**src/rtl/bankmap_pkg.sv**
```systemverilog
package bankmap_pkg;

    // Resolved destination of one CPU access
    typedef enum logic [1:0] {
        TGT_NONE = 2'd0,
        TGT_ROM  = 2'd1,
        TGT_RAM  = 2'd2,
        TGT_IO   = 2'd3
    } target_e;

endpackage

```
**src/rtl/bm_bank_reg.sv**
```systemverilog
module bm_bank_reg #(
    parameter int unsigned CPU_AW  = 10,
    parameter int unsigned DATA_W  = 8,
    parameter int unsigned BANK_W  = 7,
    parameter int unsigned REG_ADR = 'h3B8
) (
    input  logic              clk,
    input  logic              rst_n,
    input  logic [CPU_AW-1:0] cpu_addr,
    input  logic              cpu_rd,
    input  logic              cpu_wr,
    input  logic [DATA_W-1:0] cpu_wdata,
    output logic [BANK_W-1:0] bank_q,
    output logic [DATA_W-1:0] rdata
);

    localparam logic [CPU_AW-1:0] REG_A = CPU_AW'(REG_ADR);

    logic              reg_hit;
    logic              wr_hit;
    logic [BANK_W-1:0] bank_d;
    logic              unused_wdata_hi;

    assign reg_hit         = (cpu_addr == REG_A);
    assign wr_hit          = cpu_wr && reg_hit;
    assign unused_wdata_hi = ^cpu_wdata[DATA_W-1:BANK_W];

    always_comb begin
        bank_d = bank_q;
        if (wr_hit) begin
            bank_d = cpu_wdata[BANK_W-1:0];
        end
    end

    always_ff @(posedge clk or negedge rst_n) begin
        if (!rst_n) begin
            bank_q <= '0;
        end else begin
            bank_q <= bank_d;
        end
    end

    always_comb begin
        rdata = '0;
        if (cpu_rd && reg_hit) begin
            rdata[BANK_W-1:0] = bank_q;
        end
    end

    // a register write lands at the next edge
    p_bank_load_r6: assert property (@(posedge clk) disable iff (!rst_n)
        wr_hit |=> (bank_q == $past(cpu_wdata[BANK_W-1:0])));

    // without a register write the bank is held
    p_bank_hold_r10: assert property (@(posedge clk) disable iff (!rst_n)
        !wr_hit |=> $stable(bank_q));

endmodule

```
**src/rtl/bm_xlate.sv**
```systemverilog
module bm_xlate #(
    parameter int unsigned CPU_AW = 10,
    parameter int unsigned BANK_W = 7,
    localparam int unsigned OFF_W  = CPU_AW - 1,
    localparam int unsigned PHYS_W = BANK_W + OFF_W
) (
    input  logic [CPU_AW-1:0] cpu_addr,
    input  logic [BANK_W-1:0] bank_q,
    output logic [BANK_W-1:0] phys_bank,
    output logic [PHYS_W-1:0] phys_addr
);

    logic common_blk;

    assign common_blk = cpu_addr[CPU_AW-1];

    always_comb begin
        if (common_blk) begin
            phys_bank = '1;
        end else begin
            phys_bank = bank_q;
        end
        phys_addr = {phys_bank, cpu_addr[OFF_W-1:0]};
    end

endmodule

```
**src/rtl/bm_decode.sv**
```systemverilog
module bm_decode
    import bankmap_pkg::*;
#(
    parameter int unsigned CPU_AW  = 10,
    parameter int unsigned BANK_W  = 7,
    parameter int unsigned IO_BASE = 'h3B8,
    parameter int unsigned IO_AW   = 3
) (
    input  logic [CPU_AW-1:0] cpu_addr,
    input  logic              cpu_rd,
    input  logic              cpu_wr,
    input  logic [BANK_W-1:0] phys_bank,
    output logic              rom_cs,
    output logic              ram_cs,
    output logic              io_sel,
    output logic              mem_we
);

    localparam logic [CPU_AW-1:0] IO_A = CPU_AW'(IO_BASE);

    logic    io_hit;
    logic    unused_lo;
    target_e tgt;

    assign io_hit    = (cpu_addr[CPU_AW-1:IO_AW] == IO_A[CPU_AW-1:IO_AW]);
    assign unused_lo = ^{cpu_addr[IO_AW-1:0], phys_bank[BANK_W-2:0]};

    always_comb begin
        if (!(cpu_rd || cpu_wr)) begin
            tgt = TGT_NONE;
        end else if (io_hit) begin
            tgt = TGT_IO;
        end else if (phys_bank[BANK_W-1]) begin
            tgt = TGT_RAM;
        end else begin
            tgt = TGT_ROM;
        end
    end

    always_comb begin
        rom_cs = 1'b0;
        ram_cs = 1'b0;
        io_sel = 1'b0;
        mem_we = 1'b0;
        unique case (tgt)
            TGT_NONE: ;
            TGT_ROM:  rom_cs = 1'b1;
            TGT_RAM: begin
                ram_cs = 1'b1;
                mem_we = cpu_wr;
            end
            TGT_IO:   io_sel = 1'b1;
            default: ;
        endcase
    end

endmodule

```
**src/rtl/bank_mapper.sv**
```systemverilog
module bank_mapper #(
    parameter int unsigned CPU_AW  = 10,
    parameter int unsigned DATA_W  = 8,
    parameter int unsigned BANK_W  = 7,
    parameter int unsigned IO_BASE = 'h3B8,
    parameter int unsigned IO_AW   = 3,
    localparam int unsigned OFF_W  = CPU_AW - 1,
    localparam int unsigned PHYS_W = BANK_W + OFF_W
) (
    input  logic              clk,
    input  logic              rst_n,
    input  logic [CPU_AW-1:0] cpu_addr,
    input  logic              cpu_rd,
    input  logic              cpu_wr,
    input  logic [DATA_W-1:0] cpu_wdata,
    output logic [PHYS_W-1:0] phys_addr,
    output logic              rom_cs,
    output logic              ram_cs,
    output logic              mem_we,
    output logic              io_sel,
    output logic [DATA_W-1:0] io_rdata
);

    logic [BANK_W-1:0] bank_q;
    logic [BANK_W-1:0] phys_bank;

    bm_bank_reg #(
        .CPU_AW (CPU_AW),
        .DATA_W (DATA_W),
        .BANK_W (BANK_W),
        .REG_ADR(IO_BASE)
    ) u_bank (
        .clk      (clk),
        .rst_n    (rst_n),
        .cpu_addr (cpu_addr),
        .cpu_rd   (cpu_rd),
        .cpu_wr   (cpu_wr),
        .cpu_wdata(cpu_wdata),
        .bank_q   (bank_q),
        .rdata    (io_rdata)
    );

    bm_xlate #(
        .CPU_AW(CPU_AW),
        .BANK_W(BANK_W)
    ) u_xlate (
        .cpu_addr (cpu_addr),
        .bank_q   (bank_q),
        .phys_bank(phys_bank),
        .phys_addr(phys_addr)
    );

    bm_decode #(
        .CPU_AW (CPU_AW),
        .BANK_W (BANK_W),
        .IO_BASE(IO_BASE),
        .IO_AW  (IO_AW)
    ) u_dec (
        .cpu_addr (cpu_addr),
        .cpu_rd   (cpu_rd),
        .cpu_wr   (cpu_wr),
        .phys_bank(phys_bank),
        .rom_cs   (rom_cs),
        .ram_cs   (ram_cs),
        .io_sel   (io_sel),
        .mem_we   (mem_we)
    );

    // at most one destination selected
    p_one_target_r4: assert property (@(posedge clk) disable iff (!rst_n)
        $onehot0({rom_cs, ram_cs, io_sel}));

    // upper window is pinned to the last bank
    p_common_bank_r3: assert property (@(posedge clk) disable iff (!rst_n)
        cpu_addr[CPU_AW-1] |-> (phys_addr[PHYS_W-1:OFF_W] == '1));

    // ROM never sees a write strobe
    p_rom_no_we_r8: assert property (@(posedge clk) disable iff (!rst_n)
        rom_cs |-> !mem_we);

    // I/O window excludes memory selects
    p_io_excl_r5: assert property (@(posedge clk) disable iff (!rst_n)
        io_sel |-> (!ram_cs && !rom_cs && !mem_we));

    // idle bus drives nothing
    p_idle_quiet_r9: assert property (@(posedge clk) disable iff (!rst_n)
        !(cpu_rd || cpu_wr) |-> !(rom_cs || ram_cs || io_sel || mem_we));

endmodule

```
**config.mk**
```make
export PLATFORM = sky130hd
export DESIGN_NAME = bank_mapper
export DESIGN_NICKNAME = d
export VERILOG_FILES = /design/src/rtl/bankmap_pkg.sv /design/src/rtl/bm_bank_reg.sv /design/src/rtl/bm_xlate.sv /design/src/rtl/bm_decode.sv /design/src/rtl/bank_mapper.sv
export SDC_FILE = /design/constraint.sdc
export NUM_CORES = 1
export LEC_CHECK = 0
export BUFFER_PORTS_ARGS = -buffer_cell sky130_fd_sc_hd__buf_2
export CORE_MARGIN = 3
export CORE_UTILIZATION = 31
export CTS_CLUSTER_SIZE = 20
export DETAILED_ROUTE_END_ITERATION = 8
export PLACE_DENSITY = 0.73
export SETUP_SLACK_MARGIN = 0.4
export SLEW_MARGIN = 20
export SYNTH_ARGS = -nofsm -noshare
export SYNTH_HDL_FRONTEND = slang
export SYNTH_SLANG_ARGS = --single-unit
```
**constraint.sdc**
```tcl
create_clock -name clk -period 1.45 [get_ports clk]
set_input_delay 0.29 -clock clk [delete_from_list [all_inputs] [get_ports clk]]
set_output_delay 0.29 -clock clk [all_outputs]
set_load 0.05 [all_outputs]
```
==> metrics <==
R2R setup slack 450 ps; Worst-path clk slew 60 ps; CTS tree done; # nets final 136; Reg with most FFs u_bank.bank_q; I/O Pins 50; CTS buffer count 3; startpoint types input port; critical path fanouts, max 7; f_max 543 MHz; HP Class input port to flip-flop; syn avg cell area 9.82 µm²; area added between synthesis and finish 137%; vias in the first global route 572; Worst Slack Setup Final -392 ps; status finished with violations; Min-Delay Path Depth 2; total grt overflow 0; GRT Overall Usage 0.172; fraction of layout cells with a size suffix above 1 0.885; Vias/cell 4.56; Crit. End Element primary output; Crit path arrival time 1550 ps; RSZ-0062 raised after global routing yes; fin. max-slew vios 0; type of the worst setup path input port to primary output; WL final 1.98 mm; root buffer cell clkbuf_4; Cells after Synth 52; Initial Utilization 0.335; number of synthesis warnings 0; later-pin clock latency in the skew report 240 ps; final-report hold violation count 0; Max-cap violations 0; global-route wire length before repair 2.55 mm; FF+latch count, synth 7; final instance area 1210 µm²; CTS Buffer Depth 2; Routed Antenna Nets 0; ANT cells 0; Chip Height 46.6 µm; Regs by FF count u_bank.bank_q: 7 flops; fin crit period 1840 ps; max FFs per register 7; PwrDens 558 nW/µm²; violations in the final reports setup timing; initial drt markers 4; Worst Reg-to-Reg Cells 3; worst clock skew 0 ps; hold slack 275 ps; IR drop worst, VDD 0.521 mV; Cell Rows 14; initial antenna violation count 0; Final Setup Violations 17; Worst EP required 1160 ps; origin of the critical flop-to-flop path u_bank.bank_q[6]; full die area 2170 µm²; Num Clock Sinks 7; vias 588; hold path endpoint u_bank.bank_q[0]; Hold Startpoint cpu_wdata[0]; Synth Cell Area 510 µm²; Worst R2R End u_bank.bank_q[6]; drt pass-1 iters 3; sequential fraction of the synthesis area 0.343; DRC viols 0; DR WL/cell 15.4 µm; htree depth 1; RD Place Congestion 0.617; IO Port Bufs 47; HPWL after DPL 1.09 mm; leak pwr 0.000638 µW; CORE AREA 1520 µm²; largest net degree at the start of global routing 8; placed cell area 821 µm²; die width 46.6 µm; Mapped Nets 74; Tcrit/Tclk final 1.27; Yosys cell types 15
## through the flow
stage | worst slack (ps) | TNS, ps | utilization | std cells | total power, µW
after floorplan | -149 | -2030 | - | 52 | 377
after global placement | -514 | -5960 | 0.539 | 110 | 421
after detailed placement | -507 | -6000 | 0.539 | 110 | 424
after CTS | -440 | -3560 | 0.752 | 124 | 662
after global routing | -430 | -4640 | 0.793 | 129 | 710
final | -392 | -3990 | 0.793 | 129 | 674
## synthesized netlist by cell type (all sizes together)
cell type | n | area (µm²)
or2 | 8 | 50.1
nor2 | 3 | 11.3
nand4b | 1 | 8.76
conb | 1 | 3.75
nand3 | 1 | 5.00
dfrtp | 7 | 175
o21ai | 1 | 5.00
nor2b | 1 | 6.26
nor3 | 2 | 21.3
mux2 | 7 | 78.8
buf | 10 | 75.1
and2 | 7 | 43.8
and3 | 1 | 6.26
or4b | 2 | 20.0
## cell usage in the layout, fill, tap and decap left out
cell type and instances:
and2_4 7, and3_4 1, buf_12 1, buf_2 25, buf_4 16, buf_6 8
buf_8 16, clkbuf_1 1, clkbuf_4 3, conb_1 1, dfrtp_1 7, dlygate4sd3_1 1
mux2_4 7, nand3_1 1, nand4b_1 1, nor2_1 1, nor2_4 2, nor2b_4 1
nor3_4 2, o21ai_4 1, or2_4 8, or4b_4 2
## kinds of logic (layout without fill, tap and decap cells)
kind of cell    Yosys count  count (layout)  share of synthesized area
compound gates            1               1                    0.00979
mux                       7               7                      0.154
flops                     7               7                      0.343
buf+inv                  10              71                      0.147
simple gates             26              26                      0.338
other cells               1               1                    0.00735
## worst max-delay path: stages
cell and delay (ps):
buf_6 90, or4b_4 540, nor3_4 280, and2_4 220, buf_8 140
## timing repair
action | in CTS | in global routing
endpoints found under the hold margin | 7 | 0
hold buffers | 1 | 0
pin swaps | 12 | 4
resized for setup | 64 | 7
setup endpoints to repair | 25 | 25
setup buffers | 9 | 5
## worst max-delay path by stage
stage	from	endpoint	slack [ps]	cells after the start
2_1_floorplan	cpu_addr[1]	io_rdata[1]	-150	3
6_report	cpu_addr[2]	io_rdata[3]	-390	5
3_3_place_gp	cpu_addr[1]	io_rdata[6]	-510	5
4_1_cts	cpu_addr[2]	io_rdata[0]	-440	5
3_5_place_dp	cpu_addr[1]	io_rdata[3]	-510	5
5_1_grt	cpu_addr[2]	io_rdata[3]	-430	5
## metal layers
layer  global-route usage  part of all wire
met5                    0                 0
met4               0.0170                 0
met3               0.0508              0.10
met2                0.330              0.51
met1                0.187              0.39
## power by group
part	internal, µW	switching [µW]
clock	105	72.3
combinational	124	172
sequential	198	2.04
total	428	247
## final cells by class
cell class,instances,area (µm²)
Sequential cell,7,175
Tap cell,16,20.0
Multi-Input combinational cell,35,382
Fill cell,86,315
Timing Repair Buffer,67,606
Clock buffer,4,26.3
Note: power is estimated with default switching activity, not from simulation.
